<file path="src/rtl/tmr_pkg.sv">
// Shared types for the timer/counter pair.
package tmr_pkg;
    typedef enum logic [1:0] {
        MODE_PRE13  = 2'b00,
        MODE_WIDE16 = 2'b01,
        MODE_RELOAD = 2'b10,
        MODE_SPLIT  = 2'b11
    } tmr_mode_e;

    typedef struct packed {
        logic      gate_en;
        logic      ext_src;
        tmr_mode_e mode;
    } chan_cfg_t;
endpackage

</file>
<file path="src/rtl/tmr_event.sv">
// Count qualifier for one channel: samples the count pin on each machine
// cycle and emits a one-clock count event when run, gate and source agree.
// Assumes the pins are synchronous to clk.
module tmr_event (
    input  logic clk,
    input  logic rst_n,
    input  logic tick,
    input  logic run,
    input  logic gate_en,
    input  logic ext_src,
    input  logic pin,
    input  logic gate_pin,
    output logic ev
);
    logic samp_q;
    logic fall;

    // Keep the pin level seen at the last machine cycle.
    always_ff @(posedge clk) begin
        if (!rst_n)    samp_q <= 1'b0;
        else if (tick) samp_q <= pin;
    end

    // Combine source, run and gate into a single count event.
    always_comb begin
        fall = samp_q & ~pin;
        ev   = tick & run & (~gate_en | gate_pin) & (ext_src ? fall : 1'b1);
    end

    // with the gate closed no event may appear.
    p_gate_blocks_r4: assert property (@(posedge clk) disable iff (!rst_n)
        (gate_en && !gate_pin) |-> !ev);
endmodule

</file>
<file path="src/rtl/tmr_chan.sv">
// One channel's count bytes and the four counting structures. SPLIT_OK
// enables the split mode's two byte timers; without it split mode holds.
module tmr_chan
    import tmr_pkg::*;
#(
    parameter int BW       = 8,
    parameter int PRE_W    = 5,
    parameter bit SPLIT_OK = 1'b1
) (
    input  logic            clk,
    input  logic            rst_n,
    input  tmr_mode_e       mode,
    input  logic            ev,
    input  logic            aux_ev,
    input  logic            wr_lo,
    input  logic            wr_hi,
    input  logic [BW-1:0]   wdata,
    output logic [2*BW-1:0] cnt_q,
    output logic            ovf_p,
    output logic            ovf_a
);
    localparam int PW = BW + PRE_W;

    logic [BW-1:0] lo_q, hi_q, lo_n, hi_n;
    logic [PW-1:0] pre_sum;

    assign cnt_q = {hi_q, lo_q};

    // Next-state for both bytes and the overflow pulses.
    always_comb begin
        lo_n    = lo_q;
        hi_n    = hi_q;
        ovf_p   = 1'b0;
        ovf_a   = 1'b0;
        pre_sum = {hi_q, lo_q[PRE_W-1:0]} + PW'(1);
        if (wr_lo || wr_hi) begin
            if (wr_lo) lo_n = wdata;
            if (wr_hi) hi_n = wdata;
        end else begin
            case (mode)
                MODE_PRE13: if (ev) begin
                    ovf_p              = &{hi_q, lo_q[PRE_W-1:0]};
                    lo_n[PRE_W-1:0]    = pre_sum[PRE_W-1:0];
                    hi_n               = pre_sum[PW-1:PRE_W];
                end
                MODE_WIDE16: if (ev) begin
                    ovf_p        = &{hi_q, lo_q};
                    {hi_n, lo_n} = {hi_q, lo_q} + (2*BW)'(1);
                end
                MODE_RELOAD: if (ev) begin
                    if (&lo_q) begin
                        lo_n  = hi_q;
                        ovf_p = 1'b1;
                    end else begin
                        lo_n = lo_q + BW'(1);
                    end
                end
                default: if (SPLIT_OK) begin
                    if (ev) begin
                        ovf_p = &lo_q;
                        lo_n  = lo_q + BW'(1);
                    end
                    if (aux_ev) begin
                        ovf_a = &hi_q;
                        hi_n  = hi_q + BW'(1);
                    end
                end
            endcase
        end
    end

    // Count byte registers.
    always_ff @(posedge clk) begin
        if (!rst_n) begin
            lo_q <= '0;
            hi_q <= '0;
        end else begin
            lo_q <= lo_n;
            hi_q <= hi_n;
        end
    end

    // a reload rollover copies the high byte into the low byte.
    p_reload_copy_r7: assert property (@(posedge clk) disable iff (!rst_n)
        (mode == MODE_RELOAD && ovf_p) |=> lo_q == $past(hi_q));
    // the high byte waits until the prescaler wraps.
    p_prescale_hold_r5: assert property (@(posedge clk) disable iff (!rst_n)
        (mode == MODE_PRE13 && ev && !wr_lo && !wr_hi && !(&lo_q[PRE_W-1:0]))
        |=> $stable(hi_q));
    // a channel without split support freezes in split mode.
    p_split_halt_r9: assert property (@(posedge clk) disable iff (!rst_n)
        (!SPLIT_OK && mode == MODE_SPLIT && !wr_lo && !wr_hi) |=> $stable(cnt_q));
    // without any event or write the count holds.
    p_idle_hold_r2: assert property (@(posedge clk) disable iff (!rst_n)
        (!ev && !aux_ev && !wr_lo && !wr_hi) |=> $stable(cnt_q));
endmodule

</file>
<file path="src/rtl/tmr_pair.sv">
// Two timer/counter channels with a shared configuration byte and a
// control word of run bits and overflow flags. Inputs are assumed
// synchronous to clk; mc_tick is one clock wide per machine cycle.
module tmr_pair
    import tmr_pkg::*;
#(
    parameter int BW    = 8,
    parameter int PRE_W = 5
) (
    input  logic            clk,
    input  logic            rst_n,
    input  logic            mc_tick,
    input  logic [1:0]      cnt_pin,
    input  logic [1:0]      gate_pin,
    input  logic            cfg_we,
    input  logic [7:0]      cfg_wdata,
    input  logic            ctl_we,
    input  logic [3:0]      ctl_wdata,
    input  logic            cnt_we,
    input  logic [1:0]      cnt_sel,
    input  logic [BW-1:0]   cnt_wdata,
    output logic [7:0]      cfg_q,
    output logic [1:0]      run_q,
    output logic [1:0]      ovf_q,
    output logic [2*BW-1:0] cnt0_q,
    output logic [2*BW-1:0] cnt1_q
);
    localparam int NCH = 2;

    chan_cfg_t       ccfg [NCH];
    logic [NCH-1:0]  ev, ovf_p, ovf_a, wr_lo, wr_hi, flag_set;
    logic [2*BW-1:0] cnt [NCH];
    logic            aux_ev;
    logic            ch0_split;

    // Configuration byte and control word registers.
    always_ff @(posedge clk) begin
        if (!rst_n) begin
            cfg_q <= '0;
            run_q <= '0;
            ovf_q <= '0;
        end else begin
            if (cfg_we) cfg_q <= cfg_wdata;
            if (ctl_we) run_q <= ctl_wdata[1:0];
            ovf_q <= (ctl_we ? ctl_wdata[3:2] : ovf_q) | flag_set;
        end
    end

    // Route flags: the split high byte takes over channel 1's flag.
    always_comb begin
        ch0_split   = (ccfg[0].mode == MODE_SPLIT);
        aux_ev      = mc_tick & run_q[1];
        flag_set[0] = ovf_p[0];
        flag_set[1] = ch0_split ? ovf_a[0] : ovf_p[1];
    end

    generate
        for (genvar k = 0; k < NCH; k++) begin : g_ch
            assign ccfg[k]  = chan_cfg_t'(cfg_q[4*k +: 4]);
            assign wr_lo[k] = cnt_we && cnt_sel == {1'(k), 1'b0};
            assign wr_hi[k] = cnt_we && cnt_sel == {1'(k), 1'b1};

            tmr_event i_event (
                .clk      (clk),
                .rst_n    (rst_n),
                .tick     (mc_tick),
                .run      (run_q[k]),
                .gate_en  (ccfg[k].gate_en),
                .ext_src  (ccfg[k].ext_src),
                .pin      (cnt_pin[k]),
                .gate_pin (gate_pin[k]),
                .ev       (ev[k])
            );

            tmr_chan #(
                .BW       (BW),
                .PRE_W    (PRE_W),
                .SPLIT_OK (k == 0)
            ) i_chan (
                .clk    (clk),
                .rst_n  (rst_n),
                .mode   (ccfg[k].mode),
                .ev     (ev[k]),
                .aux_ev (aux_ev),
                .wr_lo  (wr_lo[k]),
                .wr_hi  (wr_hi[k]),
                .wdata  (cnt_wdata),
                .cnt_q  (cnt[k]),
                .ovf_p  (ovf_p[k]),
                .ovf_a  (ovf_a[k])
            );
        end
    endgenerate

    assign cnt0_q = cnt[0];
    assign cnt1_q = cnt[1];

    // a byte write lands regardless of counting.
    p_wr_lo0_r10: assert property (@(posedge clk) disable iff (!rst_n)
        (cnt_we && cnt_sel == 2'd0) |=> cnt0_q[BW-1:0] == $past(cnt_wdata));
    p_wr_hi0_r10: assert property (@(posedge clk) disable iff (!rst_n)
        (cnt_we && cnt_sel == 2'd1) |=> cnt0_q[2*BW-1:BW] == $past(cnt_wdata));
    p_wr_lo1_r10: assert property (@(posedge clk) disable iff (!rst_n)
        (cnt_we && cnt_sel == 2'd2) |=> cnt1_q[BW-1:0] == $past(cnt_wdata));
    p_wr_hi1_r10: assert property (@(posedge clk) disable iff (!rst_n)
        (cnt_we && cnt_sel == 2'd3) |=> cnt1_q[2*BW-1:BW] == $past(cnt_wdata));
    // a hardware overflow always leaves its flag set.
    p_flag0_set_r11: assert property (@(posedge clk) disable iff (!rst_n)
        ovf_p[0] |=> ovf_q[0]);
    // the split high byte's rollover sets flag 1.
    p_split_flag_r8: assert property (@(posedge clk) disable iff (!rst_n)
        (ch0_split && ovf_a[0]) |=> ovf_q[1]);
    // channel 1 rollovers are muted while channel 0 is split.
    p_muted_flag_r9: assert property (@(posedge clk) disable iff (!rst_n)
        (ch0_split && !ovf_a[0] && !ctl_we && !ovf_q[1]) |=> !ovf_q[1]);
endmodule

</file>
<file path="config.mk">
export PLATFORM = sky130hd
export DESIGN_NAME = tmr_pair
export DESIGN_NICKNAME = d
export VERILOG_FILES = /design/src/rtl/tmr_pkg.sv /design/src/rtl/tmr_event.sv /design/src/rtl/tmr_chan.sv /design/src/rtl/tmr_pair.sv
export SDC_FILE = /design/constraint.sdc
export NUM_CORES = 1
export LEC_CHECK = 0
export ABC_CLOCK_PERIOD_IN_PS = 3200
export BUFFER_PORTS_ARGS = -buffer_cell sky130_fd_sc_hd__buf_4
export CORE_MARGIN = 2
export CORE_UTILIZATION = 55
export DETAILED_ROUTE_END_ITERATION = 6
export PLACE_DENSITY = 0.84
export SYNTH_ARGS = -nofsm -noshare
export SYNTH_HDL_FRONTEND = slang
export SYNTH_SLANG_ARGS = --single-unit
export TNS_END_PERCENT = 1
</file>
<file path="constraint.sdc">
create_clock -name clk -period 3.2 [get_ports clk]
set_clock_uncertainty 0.2 [all_clocks]
set_input_delay 0.32 -clock clk [delete_from_list [all_inputs] [get_ports clk]]
set_output_delay 0.32 -clock clk [all_outputs]
set_load 0.01 [all_outputs]
</file>
==> impl_results.html <==
<table>
<tr><th>Metric</th><th>Value</th></tr>
<tr><th colspan="2">Status</th></tr>
<tr><td>Result of the run</td><td>complete, no violations</td></tr>
<tr><th colspan="2">Yosys</th></tr>
<tr><td>Instance count of the mapped netlist</td><td>424</td></tr>
<tr><td>Number of warnings issued by yosys</td><td>0</td></tr>
<tr><td>Cell area after synthesis</td><td>0.003366 mm²</td></tr>
<tr><td>Top flip-flop cell by instance count after synthesis</td><td>sky130_fd_sc_hd__dfxtp_1</td></tr>
<tr><td>Number of enable-type register cells in the synthesized netlist</td><td>0</td></tr>
<tr><td>Distinct cell type count of the synthesized netlist</td><td>70</td></tr>
<tr><td>Fraction of synthesis flops using an asynchronous set or reset pin</td><td>0</td></tr>
<tr><td>Share of synthesized area occupied by flip-flops and latches</td><td>0.2736</td></tr>
<tr><td>Mean Syn Cell Area</td><td>7.938 µm²</td></tr>
<tr><td>Seq cells post-synth</td><td>46</td></tr>
<tr><td>Total nets after synthesis</td><td>470</td></tr>
<tr><th colspan="2">Floorplanning</th></tr>
<tr><td>Effective utilization at floorplan</td><td>0.5685</td></tr>
<tr><td>Width of the chip</td><td>82.23 µm</td></tr>
<tr><td>Boundary Pins</td><td>76</td></tr>
<tr><td>Die Height</td><td>82.23 µm</td></tr>
<tr><td>Die area</td><td>0.006761 mm²</td></tr>
<tr><td>Area of the core region</td><td>0.005921 mm²</td></tr>
<tr><td>Num rows</td><td>28</td></tr>
<tr><th colspan="2">STA</th></tr>
<tr><td>Slew @ Worst Pin</td><td>815.6 ps</td></tr>
<tr><td>Max Freq</td><td>0.3980 GHz</td></tr>
<tr><td>Worst hold margin</td><td>52.48 ps</td></tr>
<tr><td>Max_slew headroom</td><td>0.4537</td></tr>
<tr><td>Setup repair after global routing missed its margin</td><td>false</td></tr>
<tr><td>Final setup violation count</td><td>0</td></tr>
<tr><td>Period minus WS final</td><td>2513 ps</td></tr>
<tr><td>Ratio of final minimum period to clock period</td><td>0.7852</td></tr>
<tr><td>Final critical-path setup slack</td><td>687.3 ps</td></tr>
<tr><td>Number of pins exceeding their max-slew limit in the final report</td><td>0</td></tr>
<tr><td>Final count of hold timing violations</td><td>0</td></tr>
<tr><td>Final TNS setup</td><td>0 ps</td></tr>
<tr><th colspan="2">Route</th></tr>
<tr><td>Detailed-route via count</td><td>3750</td></tr>
<tr><td>Routed vias/inst</td><td>6.732</td></tr>
<tr><td>DRC violation count after routing</td><td>0</td></tr>
<tr><td>First-iteration detailed-routing DRC count</td><td>421</td></tr>
<tr><td>Number of nets still failing antenna checks after routing</td><td>0</td></tr>
<tr><td>Post-detailed-route wirelength per cell</td><td>19.14 µm</td></tr>
<tr><td>Total wirelength of the detailed-routed design</td><td>10.66 mm</td></tr>
<tr><td>Detailed-routing iteration count for the pre-antenna-repair pass</td><td>5</td></tr>
<tr><th colspan="2">Placed design</th></tr>
<tr><td>Setup slack at placement</td><td>764.4 ps</td></tr>
<tr><td>Buffers on Ports</td><td>75</td></tr>
<tr><td>Last weighted congestion value of the routability-driven placer</td><td>0.9980</td></tr>
<tr><td>Area after detailed placement</td><td>0.003915 mm²</td></tr>
<tr><td>Post-detailed-placement half-perimeter wirelength</td><td>7.805 mm</td></tr>
<tr><td>Placed cell count</td><td>549</td></tr>
<tr><th colspan="2">Cells and area</th></tr>
<tr><td>Area occupied by multi-input gates</td><td>0.002251 mm²</td></tr>
<tr><td>N_diodes</td><td>0</td></tr>
<tr><td>Total area of sequential cells</td><td>920.9 µm²</td></tr>
<tr><td>Final instance area</td><td>0.004025 mm²</td></tr>
<tr><td>Commonest cells after routing, fill and taps aside</td><td>79 x sky130_fd_sc_hd__buf_4, 46 x sky130_fd_sc_hd__dfxtp_1, 39 x sky130_fd_sc_hd__nor2_1, 29 x sky130_fd_sc_hd__nand2_1, 21 x sky130_fd_sc_hd__o21ai_0</td></tr>
<tr><td>Area overhead of the layout relative to synthesis</td><td>19.59%</td></tr>
<tr><td>Fill cell count</td><td>512</td></tr>
<tr><td>Layout cells sized above 1</td><td>0.2137</td></tr>
<tr><td>Most common library cell in the layout ignoring fill and taps</td><td>sky130_fd_sc_hd__buf_4</td></tr>
<tr><td>NumNets Final</td><td>527</td></tr>
<tr><td>Number of non-filler instances in the completed layout</td><td>557</td></tr>
<tr><th colspan="2">Power</th></tr>
<tr><td>Total power density per cell area</td><td>348.8 mW/mm²</td></tr>
<tr><td>Leakage power</td><td>1.662 nW</td></tr>
<tr><td>Fraction of power spent switching nets</td><td>0.3066</td></tr>
<tr><td>Int Power</td><td>973.5 µW</td></tr>
<tr><td>Maximum VDD drop</td><td>223.6 µV</td></tr>
<tr><td>Sequential cell fraction of total power</td><td>0.462</td></tr>
<tr><td>Clock group share of total power</td><td>0.315</td></tr>
<tr><td>Share of total power in combinational logic</td><td>0.223</td></tr>
<tr><td>Power dissipated by switching net loads</td><td>430.5 µW</td></tr>
<tr><th colspan="2">GRT</th></tr>
<tr><td>Overflow left after global routing</td><td>0</td></tr>
<tr><td>Overall fraction of global-route tracks in use</td><td>0.3146</td></tr>
<tr><td>Vias in the first global route</td><td>3317</td></tr>
<tr><td>Maximum number of pins on one net before global-route repair</td><td>27</td></tr>
<tr><td>Global-route wire length before repair</td><td>16.59 mm</td></tr>
<tr><td>Antenna violations before repair</td><td>0</td></tr>
<tr><th colspan="2">CTS</th></tr>
<tr><td>Clk Latency, worst-skew pair</td><td>300 ps</td></tr>
<tr><td>CTS tree</td><td>built</td></tr>
<tr><td>Clock transition at the registers of the reported paths</td><td>90 ps</td></tr>
<tr><td>CTS-repair resized insts</td><td>0</td></tr>
<tr><td>CTS Hold Bufs</td><td>0</td></tr>
<tr><td>CTS sink count</td><td>46</td></tr>
<tr><td>Buffer count from post-CTS setup fixing</td><td>0</td></tr>
<tr><td>Root Driver</td><td>sky130_fd_sc_hd__clkbuf_8</td></tr>
<tr><td>CTS max path bufs</td><td>2</td></tr>
<tr><td>CTS H-tree depth</td><td>2</td></tr>
<tr><td>Clock buffer count from CTS</td><td>5</td></tr>
<tr><th colspan="2">Critical path</th></tr>
<tr><td>Critical path class</td><td>reg2reg</td></tr>
<tr><td>Maximum fanout along the worst path</td><td>10</td></tr>
<tr><td>Required time worst endpoint</td><td>3180 ps</td></tr>
<tr><td>Nature of the critical path endpoint</td><td>register</td></tr>
<tr><td>Source of the worst register-to-register timing path</td><td>cfg_q[0]</td></tr>
<tr><td>Crit path capture</td><td>g_ch[0].i_chan.hi_q[6]</td></tr>
<tr><td>Startpoint class of the critical path</td><td>register</td></tr>
<tr><td>Worst setup slack for register-to-register paths</td><td>690 ps</td></tr>
<tr><td>Worst reg2reg path endpoint</td><td>g_ch[0].i_chan.hi_q[6]</td></tr>
<tr><td>Signal arrival time at the worst endpoint</td><td>2500 ps</td></tr>
<tr><td>Worst Reg-to-Reg Cells</td><td>7</td></tr>
<tr><td>Launch point of the worst path</td><td>cfg_q[0]</td></tr>
<tr><th colspan="2">Hold path</th></tr>
<tr><td>Hold crit path type</td><td>in2reg</td></tr>
<tr><th colspan="2">Job</th></tr>
<tr><td>Max-cap violation count</td><td>0</td></tr>
</table>
-- cell usage after synthesis (all sizes together), types with 4 or more instances --
master  number  area share
dfxtp       46        0.27
nor2        39       0.043
nand2       29       0.032
o21ai       23       0.034
a21oi       20       0.030
nand3       17       0.025
clkbuf      16       0.018
mux2i       16       0.048
and3        14       0.026
ha          14       0.052
inv         14       0.016
nand4       14       0.030
buf         13       0.023
nand2b      12       0.022
nor3        12       0.019
a211oi       7       0.016
a221oi       7       0.018
a31oi        7       0.013
o31ai        6       0.013
xnor2        6       0.016
a311oi       5       0.013
a32o         5       0.015
a41oi        5       0.015
nor2b        5      0.0093
o211ai       5       0.011
xor2         5       0.013
a221o        4       0.012
and4         4       0.011
o21a         4      0.0089
or2          4      0.0074
-- worst max-delay path, cell delays in order (launching register included) --
cell and delay (ps):
sky130_fd_sc_hd__dfxtp_1 440, sky130_fd_sc_hd__inv_1 90, sky130_fd_sc_hd__ha_1 330, sky130_fd_sc_hd__or2_2 380, sky130_fd_sc_hd__o41ai_2 280, sky130_fd_sc_hd__a31o_2 270
sky130_fd_sc_hd__nor2_1 60, sky130_fd_sc_hd__a2111oi_0 350
-- power by group through the flow --
stage	logic, mW	clock network [mW]	registers [mW]
floorplan	0.182	0	0.655
global placement	0.302	0	0.658
detailed placement	0.305	0	0.659
CTS	0.307	0.449	0.646
global route	0.338	0.465	0.653
finish	0.313	0.443	0.648
-- flip-flops by register name, indices dropped and copies added, names as in the netlist --
register and count:
g_ch.i_chan.hi_q 16, g_ch.i_chan.lo_q 16, cfg_q 8, g_ch.i_event.samp_q 2, ovf_q 2, run_q 2
-- per-stage QoR --
| step | utilization | total power [mW] |
|---|---|---|
| after global placement | 0.6612 | 0.9592 |
| after floorplan | - | 0.8372 |
| after detailed placement | 0.6612 | 0.9642 |
| final | 0.6798 | 1.404 |
| after CTS | 0.6798 | 1.402 |
| after global routing | 0.6798 | 1.456 |
-- layer usage --
layer / track usage / share of wire / vias up
li1: - / - / 1726
met1: 0.4232 / 0.43 / 1757
met2: 0.5065 / 0.46 / 235
met3: 0.05217 / 0.087 / 32
met4: 0.1133 / 0.028 / 0
met5: 0 / 0 / -
-- cells by family after synthesis --
group / Yosys count / share of synthesized area
simple gates: 162 / 0.2517
buf+inv: 44 / 0.05762
flops: 46 / 0.2736
compound gates: 131 / 0.2889
mux: 16 / 0.04758
fa+ha+maj: 14 / 0.05205
xor+xnor: 11 / 0.02862
-- layout make-up --
type	count	area share
inverter	15	0.01399
tap	75	0.02331
multi-input combinational	334	0.5592
timing repair buffer	79	0.1473
clock inverter	2	0.009325
clock buffer	6	0.01803
sequential	46	0.2288
-- worst min path at each step --
stage	depth (start not counted)	slack, ps	start	end
floorplan	2	260	g_ch[0].i_event.samp_q	g_ch[0].i_event.samp_q
global placement	2	280	g_ch[0].i_event.samp_q	g_ch[0].i_event.samp_q
detailed placement	2	290	g_ch[0].i_event.samp_q	g_ch[0].i_event.samp_q
CTS	3	40	cfg_wdata[1]	cfg_q[1]
global route	3	40	cfg_wdata[1]	cfg_q[1]
finish	3	50	cfg_wdata[6]	cfg_q[6]
Power figures use the tool's default switching activity.
